`config.mk`:
```
export PLATFORM = sky130hd
export DESIGN_NAME = xpw_walker
export DESIGN_NICKNAME = d
export VERILOG_FILES = /design/src/rtl/xpw_pkg.sv /design/src/rtl/xpw_index.sv /design/src/rtl/xpw_rights.sv /design/src/rtl/xpw_walker.sv
export SDC_FILE = /design/constraint.sdc
export NUM_CORES = 1
export LEC_CHECK = 0
export BUFFER_PORTS_ARGS = -buffer_cell sky130_fd_sc_hd__buf_4
export CORE_MARGIN = 3
export CORE_UTILIZATION = 47
export DETAILED_ROUTE_END_ITERATION = 10
export PLACE_DENSITY = 0.8
export REMOVE_ABC_BUFFERS = 1
export SLEW_MARGIN = 40
export SYNTH_ARGS = -nofsm -noshare
export SYNTH_HDL_FRONTEND = slang
export SYNTH_HIERARCHICAL = 1
export SYNTH_SLANG_ARGS = --single-unit
```
`constraint.sdc`:
```
create_clock -name clk -period 3.2 [get_ports clk]
set_input_delay 0.32 -clock clk [delete_from_list [all_inputs] [get_ports clk]]
set_output_delay 0.32 -clock clk [all_outputs]
set_load 0.05 [all_outputs]
```
`src/rtl/xpw_pkg.sv`:
```
package xpw_pkg;
  localparam logic [1:0] DT_INVALID = 2'b00;
  localparam logic [1:0] DT_PAGE    = 2'b01;
  localparam logic [1:0] DT_SHORT   = 2'b10;
  localparam logic [1:0] DT_LONG    = 2'b11;

  localparam int W0_WP_BIT  = 2;
  localparam int W0_MOD_BIT = 3;
  localparam int W0_ADR_LSB = 4;

  localparam int LIM_W   = 8;
  localparam int SUP_BIT = 8;
  localparam int WAL_LSB = 9;
  localparam int RAL_LSB = 12;
  localparam int AL_W    = 3;
  localparam int EXT_W   = RAL_LSB + AL_W;

  localparam int FL_BERR  = 6;
  localparam int FL_LIMIT = 5;
  localparam int FL_SUPER = 4;
  localparam int FL_ACC   = 3;
  localparam int FL_WP    = 2;
  localparam int FL_INV   = 1;
  localparam int FL_MOD   = 0;
  localparam int FL_W     = 7;

  typedef enum logic [2:0] {
    S_IDLE, S_CACHE, S_INDEX, S_REQ, S_RSP, S_EVAL, S_FIN
  } walk_state_t;
endpackage

```
`src/rtl/xpw_index.sv`:
```
module xpw_index #(
  parameter int AW    = 32,
  parameter int IDX_W = 4,
  parameter int LVL_W = 2
) (
  input  logic [AW-1:0]    va,
  input  logic [LVL_W-1:0] level,
  input  logic [AW-1:0]    base,
  input  logic             long_tbl,
  output logic [IDX_W-1:0] idx,
  output logic [AW-1:0]    ent_addr
);
  logic [AW-1:0] shifted;
  logic [AW-1:0] ix;

  always_comb begin
    shifted  = va << (IDX_W * (int'(level) - 1));
    idx      = shifted[AW-1 -: IDX_W];
    ix       = AW'(idx);
    ent_addr = base + (long_tbl ? (ix << 3) : (ix << 2));
  end
endmodule

```
`src/rtl/xpw_rights.sv`:
```
module xpw_rights
  import xpw_pkg::*;
(
  input  logic [EXT_W-1:0] ext,
  input  logic             fc_super,
  input  logic [AL_W-1:0]  alvl,
  input  logic             wr_mode,
  output logic [LIM_W-1:0] limit,
  output logic             sup_viol,
  output logic             acc_deny,
  output logic             wp_deny
);
  logic [AL_W-1:0] wal;
  logic [AL_W-1:0] ral;
  logic            wal_no;
  logic            ral_no;

  always_comb begin
    limit    = ext[LIM_W-1:0];
    wal      = ext[WAL_LSB +: AL_W];
    ral      = ext[RAL_LSB +: AL_W];
    wal_no   = alvl > wal;
    ral_no   = alvl > ral;
    sup_viol = ext[SUP_BIT] && !fc_super;
    acc_deny = ral_no || (wr_mode && wal_no);
    wp_deny  = wal_no;
  end
endmodule

```
`src/rtl/xpw_walker.sv`:
```
module xpw_walker
  import xpw_pkg::*;
#(
  parameter int AW    = 32,
  parameter int IDX_W = 4,
  parameter int NLVL  = 3,
  parameter int LVL_W = $clog2(NLVL + 1)
) (
  input  logic             clk,
  input  logic             rst_n,
  input  logic             start,
  input  logic [AW-1:0]    probe_va,
  input  logic [2:0]       probe_fc,
  input  logic [LVL_W-1:0] probe_level,
  input  logic             probe_wr,
  input  logic [2:0]       probe_alvl,
  input  logic [1:0]       root_type,
  input  logic [AW-1:0]    root_addr,
  output logic [AW-1:0]    cache_va,
  output logic [2:0]       cache_fc,
  input  logic             cache_hit,
  input  logic             cache_berr,
  input  logic             cache_mod,
  output logic             mem_req_valid,
  input  logic             mem_req_ready,
  output logic [AW-1:0]    mem_req_addr,
  input  logic             mem_rsp_valid,
  input  logic [AW-1:0]    mem_rsp_data,
  input  logic             mem_rsp_err,
  output logic             done,
  output logic [FL_W-1:0]  st_flags,
  output logic [AW-1:0]    st_last_addr
);
  localparam logic [LVL_W-1:0] MAX_LVL = LVL_W'(NLVL);
  localparam logic [AW-1:0]    BEAT_OFS = AW'(4);

  walk_state_t      state;
  logic [AW-1:0]    va_q;
  logic [2:0]       fc_q;
  logic [LVL_W-1:0] lvl_q;
  logic [LVL_W-1:0] cur;
  logic             wr_q;
  logic [AL_W-1:0]  alvl_q;
  logic             hit_q;
  logic [AW-1:0]    base_q;
  logic             long_q;
  logic             lim_v;
  logic [LIM_W-1:0] lim_q;
  logic [AW-1:0]    ent_q;
  logic             beat;
  logic [AW-1:0]    w0_q;
  logic [EXT_W-1:0] w1_q;
  logic [FL_W-1:0]  flags;
  logic [AW-1:0]    last_q;
  logic             done_q;

  logic [IDX_W-1:0] idx;
  logic [AW-1:0]    ent_addr;
  logic [LIM_W-1:0] ent_lim;
  logic             sup_viol;
  logic             acc_deny;
  logic             wp_deny;
  logic             over_lim;

  xpw_index #(.AW(AW), .IDX_W(IDX_W), .LVL_W(LVL_W)) u_index (
    .va       (va_q),
    .level    (cur),
    .base     (base_q),
    .long_tbl (long_q),
    .idx      (idx),
    .ent_addr (ent_addr)
  );

  xpw_rights u_rights (
    .ext      (w1_q),
    .fc_super (fc_q[2]),
    .alvl     (alvl_q),
    .wr_mode  (wr_q),
    .limit    (ent_lim),
    .sup_viol (sup_viol),
    .acc_deny (acc_deny),
    .wp_deny  (wp_deny)
  );

  assign over_lim = lim_v && (LIM_W'(idx) > lim_q);

  always_ff @(posedge clk or negedge rst_n) begin
    if (!rst_n) begin
      state  <= S_IDLE;
      va_q   <= '0;
      fc_q   <= '0;
      lvl_q  <= '0;
      cur    <= '0;
      wr_q   <= 1'b0;
      alvl_q <= '0;
      hit_q  <= 1'b0;
      base_q <= '0;
      long_q <= 1'b0;
      lim_v  <= 1'b0;
      lim_q  <= '0;
      ent_q  <= '0;
      beat   <= 1'b0;
      w0_q   <= '0;
      w1_q   <= '0;
      flags  <= '0;
      last_q <= '0;
      done_q <= 1'b0;
    end else begin
      done_q <= 1'b0;
      case (state)
        S_IDLE: begin
          if (start) begin
            va_q   <= probe_va;
            fc_q   <= probe_fc;
            lvl_q  <= (probe_level > MAX_LVL) ? MAX_LVL : probe_level;
            wr_q   <= probe_wr;
            alvl_q <= probe_alvl;
            flags  <= '0;
            last_q <= '0;
            state  <= S_CACHE;
          end
        end
        S_CACHE: begin
          hit_q <= cache_hit;
          flags[FL_MOD] <= cache_hit && cache_mod;
          if (lvl_q == '0) begin
            flags[FL_BERR] <= cache_hit && cache_berr;
            flags[FL_INV]  <= !cache_hit;
            state <= S_FIN;
          end else begin
            case (root_type)
              DT_INVALID: begin
                flags[FL_INV] <= 1'b1;
                state <= S_FIN;
              end
              DT_PAGE: state <= S_FIN;
              default: begin
                base_q <= root_addr;
                long_q <= root_type[0];
                lim_v  <= 1'b0;
                cur    <= LVL_W'(1);
                state  <= S_INDEX;
              end
            endcase
          end
        end
        S_INDEX: begin
          if (over_lim) begin
            flags[FL_LIMIT] <= 1'b1;
            flags[FL_INV]   <= 1'b1;
            state <= S_FIN;
          end else begin
            ent_q <= ent_addr;
            beat  <= 1'b0;
            state <= S_REQ;
          end
        end
        S_REQ: begin
          if (mem_req_ready) state <= S_RSP;
        end
        S_RSP: begin
          if (mem_rsp_valid) begin
            if (mem_rsp_err) begin
              flags[FL_BERR] <= 1'b1;
              flags[FL_INV]  <= 1'b1;
              state <= S_FIN;
            end else if (!beat) begin
              w0_q <= mem_rsp_data;
              if (long_q) begin
                beat  <= 1'b1;
                state <= S_REQ;
              end else begin
                w1_q  <= '0;
                state <= S_EVAL;
              end
            end else begin
              w1_q  <= mem_rsp_data[EXT_W-1:0];
              state <= S_EVAL;
            end
          end
        end
        S_EVAL: begin
          last_q <= ent_q;
          if (w0_q[W0_WP_BIT] || (long_q && wp_deny)) flags[FL_WP] <= 1'b1;
          if (long_q && sup_viol) flags[FL_SUPER] <= 1'b1;
          if (long_q && acc_deny) flags[FL_ACC] <= 1'b1;
          case (w0_q[1:0])
            DT_INVALID: begin
              flags[FL_INV] <= 1'b1;
              state <= S_FIN;
            end
            DT_PAGE: begin
              if (!hit_q) flags[FL_MOD] <= w0_q[W0_MOD_BIT];
              state <= S_FIN;
            end
            default: begin
              if (cur == lvl_q) begin
                flags[FL_INV] <= 1'b1;
                state <= S_FIN;
              end else begin
                base_q <= {w0_q[AW-1:W0_ADR_LSB], {W0_ADR_LSB{1'b0}}};
                long_q <= w0_q[0];
                lim_v  <= long_q;
                lim_q  <= ent_lim;
                cur    <= cur + 1'b1;
                state  <= S_INDEX;
              end
            end
          endcase
        end
        S_FIN: begin
          done_q <= 1'b1;
          state  <= S_IDLE;
        end
        default: state <= S_IDLE;
      endcase
    end
  end

  assign cache_va      = va_q;
  assign cache_fc      = fc_q;
  assign mem_req_valid = (state == S_REQ);
  assign mem_req_addr  = beat ? (ent_q + BEAT_OFS) : ent_q;
  assign done          = done_q;
  assign st_flags      = flags;
  assign st_last_addr  = last_q;
endmodule

```
---- Yosys cells after proc, flatten, opt, wreduce, memory -nomap -nowiden ----
Index checks and enable logic that the tools add are counted.
Widths: inputs -> output; s select.
operators by class
  add/sub/neg operators ................... 4
  $mul .................................... 0
  div/mod/pow operators ................... 0
  $lt $le $gt $ge ......................... 4
  equality and inequality tests ........... 30
  shift-type cells ........................ 1
  muxes and demuxes ....................... 65
  bitwise logic cells ..................... 5
  reductions and logical operators ........ 41
operator list
  kind                   count
  $mux 32                6
  $pmux 32 s2            2
  $mux 3                 11
  $add 32x3->32 const B  1
  $add 32x7->32          1
  $ne 2x2->1 const B     16
  $shl 32x32->32         1
  $mux 15                2
  $mux 1                 26
  $pmux 3 s6             1
  $reduce_and 3->1       6
  $reduce_and 4->1       4
  $mux 7                 2
  $mux 2                 5
  $pmux 1 s2             5
  $reduce_and 5->1       2
  $eq 3x3->1 const B     3
  $gt 4x8->1             1
  $logic_and 1x1->1      8
  $reduce_and 8->1       1
  $reduce_bool 2->1      4
  $eq 3x2->1 const B     2
  $gt 3x3->1             2
  $logic_not 2->1        3
  20 further kinds       35
word-level totals
  register bits ........................... 209
  bits in latches ......................... 0
  bits in writable memories ............... 0
  bits in read-only memories .............. 0
  input bits .............................. 116
  memories ................................ 0

---- Longest topological paths before layout ----
Gate-level depths: netlist of the first run.
  depth after elaboration ................. 6
  gate-level depth with buffers ........... 15
  depth with buffers taken out ............ 13

---- Modules after synthesis ----
Netlist of the first run, hierarchy kept.
modules (own cells, without submodules)
  module      times used  cells an instance  area each (sq um)  sequential area each (sq um)
  xpw_walker  1           817                8998.6             5230.0
  xpw_index   1           124                1006.0             0.0
  xpw_rights  1           31                 234.0              0.0

---- Worst setup path after synthesis of the first run ----
OpenSTA, ideal clock, no wires.
  path kind ............................... register -> register
  start point ............................. reg cur[0]
  end point ............................... reg ent_q[13]
  arrival time ............................ 3029 ps
  setup slack ............................. 47 ps
  stages on the path, launching flop included .. 13
  period minus slack after synthesis ...... 3153 ps
  cells stage by stage .................... dfrtp_1 -> buf_6 -> inv_1 -> ha_1 -> mux4_2 -> nor2b_1 -> mux2_2 -> ha_1 -> nand3_2 -> o211a_4 -> or3_1 -> xnor2_1 -> mux2_2
between the ends
  elaborated cells between the ends (all ways) .. 8
RTL lines
  element                 RTL line           source
  from (decl)             xpw_walker.sv:41   logic [LVL_W-1:0] cur;
  from (signal assigned)  xpw_walker.sv:205  cur <= cur + 1'b1;
  $sub 2x1->3             xpw_index.sv:17    shifted = va << (IDX_W * (int'(level) - 1));
  $shl 32x32->32          xpw_index.sv:17
  net idx[3]              xpw_walker.sv:57   logic [IDX_W-1:0] idx;
  $mux 7                  xpw_index.sv:20    ent_addr = base + (long_tbl ? (ix << 3) : (ix << 2));
  $add 32x7->32           xpw_index.sv:20
  net ent_addr[13]        xpw_walker.sv:58   logic [AW-1:0] ent_addr;
  to (signal assigned)    xpw_walker.sv:153  ent_q <= ent_addr;
  to (decl)               xpw_walker.sv:49   logic [AW-1:0] ent_q;
The timed path passes the listed nets, and every way through them passes these cells.
A chain may end at the register's enable or synchronous reset.

---- Worst setup path in the final report of the first run ----
  start point ............................. reg cur[1]
  end point ............................... reg ent_q[13]
Same word-level chain as after synthesis.

==> impl_metrics.py, run 1 <==
metrics = {
    "power": {
        "power_mw": 15.15,
        "p_leak_nw": 6.225,
        "vdd_drop_max_mv": 0.7317,
        "powerDensity_nw_per_um2": 1145,
    },
    "detailed_routing": {
        "avgViaCountPerCell": 5.439,
        "via_count": 8164,
        "drt-total-wl_um": 26400,
        "dr.pass1.iters": 5,
        "wl_per_cell_um": 17.59,
        "drc": 0,
        "drt_iter0_drc": 500,
        "drtAntennaViolNets": 0,
    },
    "logic_synthesis": {
        "seq_area_frac_synth_pct": 51.08,
        "synth_area_sq_um": 10240,
        "synth.avg_cell_area_sq_um": 10.53,
        "synth_edf_count": 0,
        "synth.distinct_cells": 65,
        "yosys_warnings": 6,
        "synth_flop_cell": "dfrtp_1",
        "async_flop_share_pct": 100.0,
        "synth_seq_cells": 209,
        "synthCells": 972,
    },
    "floorplan": {
        "ios": 224,
        "die_y_um": 153.6,
        "chipWidth_um": 153.6,
        "initial_core_util_pct": 48.25,
        "core_area_sq_um": 21220,
        "die-area_sq_um": 23590,
        "num_rows": 53,
    },
    "setup_path": {
        "r2r_end": "ent_q[13]",
        "r2r_cells": 11,
        "arrival_ns": 3.49,
        "required_ns": 3.59,
        "crit_path_start_kind": "flop",
        "worstSetupPathType": "flop to flop",
        "worstPathMaxFanout": 6,
        "crit_path_end_kind": "flop",
        "r2r-start": "cur[1]",
        "critPathLaunch": "cur[1]",
        "critical_path.endpoint": "ent_q[13]",
        "r2r_setup_slack_ns": 0.1,
    },
    "placed_design": {
        "dp_hpwl_um": 18360,
        "dpl_cell_area_sq_um": 12120,
        "gp_congestion": 0.8680,
        "post-place-ws_ns": 0.02883,
        "portBuffers": 223,
    },
    "cts": {
        "cts_sinks": 209,
        "clk_pin_slew_worst_paths_ns": 0.06,
        "cts_buffers": 23,
        "clk_latency_ns": 0.51,
        "root_buffer": "clkbuf_16",
        "htreeDepth": 1,
        "cts_buffer_depth": 3,
        "cts_tree": "done",
    },
    "min_path": {
        "hold_path_class": "primary input to flop",
        "holdPathStages": 3,
    },
    "grt": {
        "track_usage_pct": 21.80,
        "first_global_vias": 8179,
        "grt_max_degree": 102,
        "antenna_found_initial": 1,
        "grt_pass1_wl_um": 42880,
        "overflow": 0,
    },
    "sta": {
        "fin_ws_ns": 0.09928,
        "skew_ns": 0.008575,
        "fmax_mhz": 322.5,
        "setup_viol": 0,
        "hold_viol_final": 0,
        "post-route-period-util_pct": 96.90,
        "slew_headroom_pct": 45.83,
        "worst_pin_slew_ns": 0.8063,
        "rsz0062_at_grt": "no",
        "fin_tns_setup_ns": 0,
        "maxSlewViolCount": 0,
        "post-route-min-period_ns": 3.101,
    },
    "layout": {
        "multi_input_area_sq_um": 4584,
        "final_util_pct": 62.35,
        "area_delta_synth_final_pct": 29.23,
        "fillers": 1702,
        "ff_latch_area_sq_um": 5230,
        "fin_nets": 1344,
        "stdcell_area_sq_um": 13230,
        "drive_gt1_share_pct": 32.00,
    },
    "outcome": {
        "run_status": "finished clean",
    },
    "flow_run": {
        "maxCapViolCount": 0,
    },
}
layout by cell type (no fill, tap or decap), types with 6 or more instances in the layout:
| cell | synthesis | routed |
|---|---|---|
| inv_1 | 25 | 25 |
| a21oi_1 | 13 | 13 |
| mux2_2 | 76 | 76 |
| nor2_1 | 57 | 56 |
| dlygate4sd3_1 | 0 | 34 |
| a22o_1 | 50 | 50 |
| a31oi_1 | 30 | 30 |
| nand2_1 | 208 | 208 |
| dfrtp_1 | 209 | 209 |
| and4_1 | 6 | 6 |
| and3_1 | 8 | 8 |
| o2111ai_1 | 7 | 7 |
| o211ai_1 | 10 | 10 |
| nand3_1 | 22 | 22 |
| nand4_1 | 11 | 11 |
| xor2_1 | 16 | 16 |
| xnor2_1 | 43 | 43 |
| nand2b_1 | 7 | 6 |
| and2_1 | 8 | 8 |
| ha_1 | 17 | 15 |
| nor2b_1 | 8 | 8 |
| buf_4 | 18 | 238 |
| clkbuf_16 | 0 | 23 |
| o21ai_0 | 12 | 12 |
metrics by stage:
step	instances	hold slack [ns]
after floorplan	906	0.02441
after global placement	1424	0.4167
after detailed placement	1425	0.4172
after CTS	1499	0.00003381
after global routing	1501	0.01288
final	1501	0.01363
repair_timing:
item / in CTS / in global routing
buffers inserted: 0 / 0
hold buffers: 34 / 0
endpoints found under the setup margin: 0 / 14
resized for setup: 0 / 3
hold endpoints to repair: 131 / 0
metal layers:
metal	track usage (%)	vias to the layer above	part of all wire [%]	wire length, um
met5	0	-	0	0
met4	7.611	0	3.7	964
met3	3.293	62	4.8	1278
met2	35.05	250	48	12630
met1	30.40	3998	44	11520
li1	-	3854	-	-
where the power goes:
part           internal, mW  switching [mW]
combinational          3.08            4.70
clock                  1.44            1.07
sequential             3.74            1.12
synth_stat cells (7+ instances only):
cell,number,area share [%]
nor2_1,57,2.1
and3_1,8,0.49
nand3_1,22,1.1
a22o_1,50,4.3
nor2b_1,8,0.49
nand4_1,11,0.67
nand2b_1,7,0.43
mux2_2,76,8.4
o2111ai_1,7,0.60
o211ai_1,10,0.73
a21oi_1,13,0.64
ha_1,17,2.1
xor2_1,16,1.4
buf_4,18,1.3
inv_1,25,0.92
a31oi_1,30,1.8
xnor2_1,43,3.7
dfrtp_1,209,51
clkbuf_1,22,0.81
and2_1,8,0.49
buf_2,21,1.0
nand2_1,208,7.6
o21ai_0,12,0.59
area by class of cell:
cell class / instances / area share [%]
clock buffers: 30 / 4.927
clock inverters: 10 / 0.5296
diodes: 1 / 0.01891
well taps: 275 / 2.600
inverters: 25 / 0.7092
multi-input cells: 672 / 34.65
flip-flops and latches: 209 / 39.53
repair buffers: 279 / 17.04
cells by family after synthesis:
family / after synthesis / share of synthesized area (%)
adders and majority gates: 18 / 2.273
xor gates and xnor gates: 59 / 5.047
muxes: 81 / 9.336
buffers and inverters: 91 / 4.351
DFF: 209 / 51.08
AOI/OAI and AO/OA: 151 / 11.13
and+or+nand+nor: 363 / 16.78
worst min-delay path by stage:
stage | start | endpoint
2_1_floorplan | rst_n | alvl_q[0]
3_3_place_gp | rst_n | st_last_addr[29]
3_5_place_dp | rst_n | st_last_addr[27]
4_1_cts | probe_va[22] | cache_va[22]
5_1_grt | probe_va[22] | cache_va[22]
6_report | probe_va[22] | cache_va[22]
registers in the layout (all words and copies together) (netlist names), 2 cells and up:
signal        count
base_q           32
w0_q             32
lvl_q             2
st_flags          7
cache_fc          3
st_last_addr     32
alvl_q            3
state             3
w1_q             15
lim_q             8
cur               2
ent_q            32
cache_va         32
worst max-delay path, stage by stage, from the launching register on:
cell	delay, ns
dfrtp_1	0.34
inv_1	0.05
ha_2	0.37
mux4_2	0.31
nor2b_1	0.17
mux2_2	0.31
ha_4	0.31
nand3_2	0.08
o211a_4	0.28
or3_1	0.39
xnor2_1	0.13
mux2_2	0.26
No activity file was read; power rests on OpenSTA's default activity.
==> run 2, diff against run 1 <==
- ABC_AREA: unset -> 1
- CORE_ASPECT_RATIO: unset -> 0.9
- CTS_BUF_LIST: unset -> sky130_fd_sc_hd__clkbuf_4
==> run 2 against run 1 <==
  * Non-clock buffer count increased by 70
  * Flip-flop and latch count is the same
  * Sequential power decreased by 3%
  * Global-route usage rose by 3.7 points
  * Routed wire length increased by 26%
  * Sequential share of layout area decreased by 4.3 points
  * Die area is 9.8% higher
  * Register-to-register slack better by 0.09 ns
  * Critical path depth grew 10
  * Via count rose by 36%
  * Core utilization grew 0.83 points
  * Largest power group unchanged
==> impl_metrics.py, run 2 <==
metrics = {
    "outcome": {
        "run_status": "finished clean",
    },
    "flow_run": {
        "maxCapViolCount": 0,
    },
    "detailed_routing": {
        "drt_iter0_drc": 848,
        "wl_met3_um": 1968,
        "dr.pass1.iters": 5,
        "top_layer": "met4",
        "avgViaCountPerCell": 5.110,
        "wl_per_cell_um": 15.25,
        "via_count": 11124,
        "drc": 0,
        "wl_met2_um": 15760,
        "drtAntennaViolNets": 0,
        "met1_length_um": 14590,
        "drt-total-wl_um": 33200,
    },
    "layout": {
        "final_cells": 2177,
        "stdcell_area_sq_um": 14830,
        "multi_input_area_sq_um": 5184,
        "ff_latch_area_sq_um": 5231,
        "final_common_cell": "nand2_1",
        "fin_nets": 1974,
        "drive_gt1_share_pct": 19.80,
        "fillers": 2020,
        "final_cell_mix": "nand2_1 (572), buf_4 (236), dfrtp_1 (208)",
        "area_delta_synth_final_pct": 31.52,
    },
    "grt": {
        "grt_max_degree": 100,
        "first_global_vias": 11247,
        "track_usage_pct": 25.47,
        "overflow": 0,
        "grt_pass1_wl_um": 54590,
        "antenna_found_initial": 1,
    },
    "power": {
        "p_leak_nw": 7.909,
        "powerDensity_nw_per_um2": 1020,
        "vdd_drop_max_mv": 0.5249,
        "power_mw": 15.14,
    },
    "logic_synthesis": {
        "synthCells": 1505,
        "yosys-top-cells-count": "nand2_1 (573), dfrtp_1 (209), nor2_1 (158), inv_1 (115), nand3_1 (112)",
        "seq_area_frac_synth_pct": 46.37,
        "yosysMostFrequentCell": "nand2_1",
        "yosysTopAreaCell": "dfrtp_1",
        "synth_flop_cell": "dfrtp_1",
        "netlist.area_leader.share_pct": 46.37,
        "synth_area_leaders": "dfrtp_1 (46%), nand2_1 (19%), nor2_1 (5.3%)",
        "synth_seq_cells": 209,
        "yosys_warnings": 6,
        "synth.distinct_cells": 50,
        "synth_area_sq_um": 11280,
        "synth.avg_cell_area_sq_um": 7.494,
        "synth_edf_count": 0,
        "async_flop_share_pct": 100.0,
    },
    "sta": {
        "whs_ns": 0.06416,
        "hold_viol_final": 0,
        "worst_pin_slew_ns": 0.8372,
        "skew_ns": 0.06546,
        "maxSlewViolCount": 0,
        "post-route-period-util_pct": 94.21,
        "post-route-min-period_ns": 3.015,
        "slew_headroom_pct": 44.00,
        "fin_ws_ns": 0.1852,
        "setup_viol": 0,
        "fmax_mhz": 331.7,
    },
    "floorplan": {
        "chipWidth_um": 169.3,
        "num_rows": 53,
        "die-area_sq_um": 25890,
        "core_area_sq_um": 23480,
        "ios": 224,
        "initial_core_util_pct": 48.04,
        "die_y_um": 153.0,
    },
    "cts": {
        "cts_sinks": 209,
        "root_buffer": "clkbuf_4",
        "htreeDepth": 2,
        "cts_setup_buffers": 0,
        "cts_buffers": 54,
        "cts_buffer_depth": 3,
        "cts_tree": "done",
        "clk_pin_slew_worst_paths_ns": 0.07,
        "clk_latency_ns": 0.69,
    },
    "setup_path": {
        "required_ns": 3.72,
        "crit_path_start_kind": "flop",
        "r2r_cells": 21,
        "r2r_setup_slack_ns": 0.19,
        "worstSetupPathType": "flop to flop",
        "critPathLaunch": "cur[0]",
        "arrival_ns": 3.53,
        "worstPathMaxFanout": 9,
        "r2r_end": "ent_q[24]",
        "r2r-start": "cur[0]",
        "crit_path_end_kind": "flop",
    },
    "min_path": {
        "holdPathStages": 5,
        "hold_path_class": "primary input to flop",
        "worstHoldStart": "cache_berr",
        "min_to": "st_flags[6]",
    },
    "placed_design": {
        "dp_hpwl_um": 22550,
        "dpl_cell_area_sq_um": 13040,
        "post-place-ws_ns": 0.1946,
        "portBuffers": 223,
        "gp_congestion": 0.8985,
        "dp.cells": 1975,
    },
}
-- run 2: changes by cell type in the layout (fill, tap and decap cells not counted), sizes merged, moves of 12 or more --
cell and delta:
mux2 -71, nand2 +377, clkbuf +47, inv +94, nand3b +12, a22o -49
nor2 +107, xor2 +12, xnor2 -40, nand3 +92, dlygate4sd3 +76, a21oi +14
o21ai +71
-- run 2: metrics by stage --
stage,TNS [ns],util (%)
2_1_floorplan,-7.435,-
3_3_place_gp,0,55.54
3_5_place_dp,0,55.54
4_1_cts,0,62.98
5_1_grt,-0.01563,63.19
6_report,0,63.19
-- run 2: metal layers --
metal,global-route usage (%),up-vias
li1,-,5457
met3,3.801,77
met4,8.995,0
met1,34.24,5199
met5,0,-
met2,42.21,391
-- run 2: area by class of cell --
type | instances | share of cell area [%]
diodes | 1 | 0.01687
clock buffers | 77 | 3.897
clock inverters | 13 | 0.4471
inverters | 121 | 3.087
multi-input cells | 1105 | 34.95
flip-flops and latches | 209 | 35.27
well taps | 302 | 2.547
repair buffers | 349 | 19.79
-- run 2: kinds of logic after synthesis --
kind of cell | count (synthesis) | synth area share, %
xor gates and xnor gates | 31 | 2.407
and+or+nand+nor | 901 | 33.26
DFF | 209 | 46.37
AOI/OAI and AO/OA | 148 | 7.378
buffers and inverters | 191 | 7.843
muxes | 7 | 0.6767
adders and majority gates | 18 | 2.063
-- run 2: how the worst max path moves through the flow --
stage / endpoint / slack, ns / depth (start not counted)
3_5_place_dp: ent_q[24] / 0.19 / 21
5_1_grt: ent_q[30] / -0.01 / 21
3_3_place_gp: ent_q[24] / 0.34 / 21
2_1_floorplan: lvl_q[0] / -0.26 / 6
6_report: ent_q[24] / 0.19 / 21
4_1_cts: ent_q[24] / 0.13 / 21
-- run 2: repair_timing --
action,4_1_cts,5_1_grt
setup endpoints to repair,0,9
endpoints found under the hold margin,219,0
hold buffers,110,0
gates resized for setup,0,3
-- run 2: worst max-delay path, cell delays in order (launching register included) --
cell and delay [ns]:
dfrtp_1 0.39, inv_4 0.07, ha_4 0.28, inv_1 0.08, nor2_1 0.10, o21ai_0 0.09, nand2_1 0.07, nand2_1 0.11
nor2_2 0.12, ha_2 0.21, inv_1 0.05, fa_1 0.39, inv_1 0.09, nand2_1 0.05, nand2_1 0.12, nand2_4 0.09
o21ai_4 0.18, nand2_1 0.08, nand2_1 0.07, nand2_1 0.05, nor2_1 0.10, a21oi_1 0.04
-- run 2: where the power goes --
part / total, mW / switching [mW] / internal, mW
Sequential: 4.70 / 0.993 / 3.70
Clock: 2.19 / 1.09 / 1.10
Combinational: 8.25 / 5.65 / 2.60
Total: 15.1 / 7.73 / 7.41
==> run 3, diff against run 2 <==
- CORE_ASPECT_RATIO: 0.9 -> 1.5
==> run 3 against run 2 <==
  * Flip-flop and latch count unchanged
  * Die area up 0.14%
  * Hold slack worse by 0.021 ns
  * Design area up 0.15%
  * Final cell count up 0.51%
  * Sequential share of layout area about the same
  * Maximum frequency up 0.89%
  * Routed wire length up 3.6%
==> impl_metrics.py, run 3 (synthesis results as in run 2) <==
metrics = {
    "layout": {
        "area_delta_synth_final_pct": 31.72,
        "multi_input_area_sq_um": 5191,
        "final_cell_mix": "nand2_1 (571), buf_4 (231), dfrtp_1 (208)",
        "fillers": 1950,
        "drive_gt1_share_pct": 19.62,
        "final_util_pct": 63.72,
        "fin_nets": 1966,
        "ff_latch_area_sq_um": 5234,
        "final_cells": 2188,
        "final_common_cell": "nand2_1",
    },
    "detailed_routing": {
        "drt-total-wl_um": 34380,
        "avgViaCountPerCell": 5.156,
        "via_count": 11282,
        "drt_iter0_drc": 657,
        "wl_per_cell_um": 15.71,
        "drc": 0,
        "drtAntennaViolNets": 0,
        "dr.pass1.iters": 7,
    },
    "setup_path": {
        "arrival_ns": 3.56,
        "cpMostUsedCell": "nand2_1",
        "crit_path_end_kind": "flop",
        "worstPathMaxFanout": 5,
        "critPathBufInv": 4,
        "slowest_delay_ns": 0.41,
        "worstSetupPathType": "flop to flop",
        "cp_top_family": "simple AND/OR/NAND/NOR gates",
        "crit_path_start_kind": "flop",
        "path_cells": "inv_1 -> ha_4 -> inv_1 -> nor2_1 -> o21ai_0 -> nand2_1 -> nand2_1 -> nor2_2 -> ha_2 -> inv_1 -> fa_2 -> inv_1 -> nand2_1 -> nand2_2 -> nand2_4 -> o21ai_4 -> nand2_1 -> nand2_1 -> nand2_1 -> nor2_1 -> a21oi_1",
        "required_ns": 3.77,
        "slowest_stage": "dfrtp_1",
    },
    "floorplan": {
        "core_area_sq_um": 23310,
        "initial_core_util_pct": 48.38,
        "ios": 224,
        "num_rows": 68,
        "die-area_sq_um": 25930,
        "chipWidth_um": 132.5,
        "die_y_um": 195.7,
    },
    "grt": {
        "use_met1_pct": 30.20,
        "grtUsageMet3_pct": 4.900,
        "track_usage_pct": 26.40,
        "grt_max_degree": 77,
        "first_global_vias": 11676,
        "gr-usage-met2_pct": 47.26,
        "busiest_layer": "met2",
        "grt_pass1_wl_um": 56670,
        "overflow": 0,
        "antenna_found_initial": 1,
    },
    "power": {
        "powerDensity_nw_per_um2": 1036,
        "vdd_drop_max_mv": 0.6502,
        "p_leak_nw": 7.897,
    },
    "cts": {
        "cts_tree": "done",
        "cts_buffer_depth": 3,
        "cts_sinks": 209,
        "cts_buffers": 51,
        "clk_pin_slew_worst_paths_ns": 0.08,
        "cts_setup_buffers": 0,
        "htreeDepth": 2,
        "root_buffer": "clkbuf_4",
        "clk_latency_ns": 0.71,
    },
    "sta": {
        "fmax_mhz": 334.7,
        "setup_viol": 0,
        "maxSlewViolCount": 0,
        "slew_headroom_pct": 46.18,
        "worst_pin_slew_ns": 0.8054,
        "rsz0062_at_grt": "yes",
        "hold_viol_final": 0,
        "post-route-min-period_ns": 2.988,
        "skew_ns": 0.06506,
        "post-route-period-util_pct": 93.38,
        "fin_ws_ns": 0.2118,
    },
    "placed_design": {
        "gp_congestion": 0.9287,
        "post-place-ws_ns": 0.1355,
        "dp.cells": 1984,
        "dp_hpwl_um": 23100,
        "portBuffers": 223,
    },
    "flow_run": {
        "maxCapViolCount": 0,
    },
    "outcome": {
        "run_status": "finished clean",
    },
    "min_path": {
        "hold_path_class": "primary input to flop",
    },
}
## run 3: cell count changes in the layout (fill, tap and decap cells not counted), sizes merged
cell,change
clkbuf,-2
bufinv,+2
buf,-6
diode,+1
inv,-1
clkinv,+4
## run 3: worst register-to-register path, cell delays in order (launching register included)
cell	delay, ns
dfrtp_1	0.41
inv_1	0.10
ha_4	0.30
inv_1	0.08
nor2_1	0.10
o21ai_0	0.08
nand2_1	0.07
nand2_1	0.12
nor2_2	0.12
ha_2	0.20
inv_1	0.06
fa_2	0.35
inv_1	0.09
nand2_1	0.06
nand2_2	0.10
nand2_4	0.08
o21ai_4	0.21
nand2_1	0.07
nand2_1	0.06
nand2_1	0.05
nor2_1	0.10
a21oi_1	0.05
## run 3: per-stage QoR
stage           TNS [ns]  cell area [sq um]  hold slack, ns  power (mW)
6_report               0              14860         0.04278       15.39
3_3_place_gp           0              13040          0.3794       12.57
4_1_cts                0              14820         0.01288       15.24
5_1_grt        -0.007194              14860         0.04965       16.49
2_1_floorplan     -7.435              10850         0.02441       10.24
3_5_place_dp           0              13040          0.3841       12.76
## run 3: layout make-up
type                    count  share of cell area [%]
inverters                 121                   3.083
flip-flops and latches    209                   35.23
repair buffers            344                   19.45
well taps                 315                   2.653
diodes                      2                 0.03369
multi-input cells        1105                   34.94
clock buffers              74                   3.740
clock inverters            18                  0.8675
## run 3: what timing repair did
action / CTS / global route
resized for setup: 0 / 7
setup endpoints to repair: 0 / 12
endpoints found under the hold margin: 198 / 0
hold buffers: 110 / 0
## run 3: power by group
| group | internal (mW) | switching, mW |
|---|---|---|
| Sequential | 3.70 | 1.01 |
| Combinational | 2.61 | 5.72 |
| Clock | 1.23 | 1.12 |
| Total | 7.54 | 7.85 |
## run 3: path summary, 6_finish.rpt
check,start,endpoint,slack [ns],cells after the start
worst max-delay path,cur[1],ent_q[24],0.21,21
worst min-delay path,cache_berr,st_flags[6],0.04,5
worst max register to register,cur[1],ent_q[24],0.21,21
worst min register to register,w1_q[6],w1_q[6],0.48,2
max in group asynchronous,rst_n,w0_q[20],2.08,3
min in group asynchronous,rst_n,w1_q[0],0.22,2
## run 3: per-layer routing
| layer | wire, um | up-vias |
|---|---|---|
| li1 | - | 5425 |
| met3 | 1940 | 126 |
| met1 | 13350 | 5283 |
| met4 | 1494 | 0 |
| met5 | 0 | - |
| met2 | 17600 | 448 |
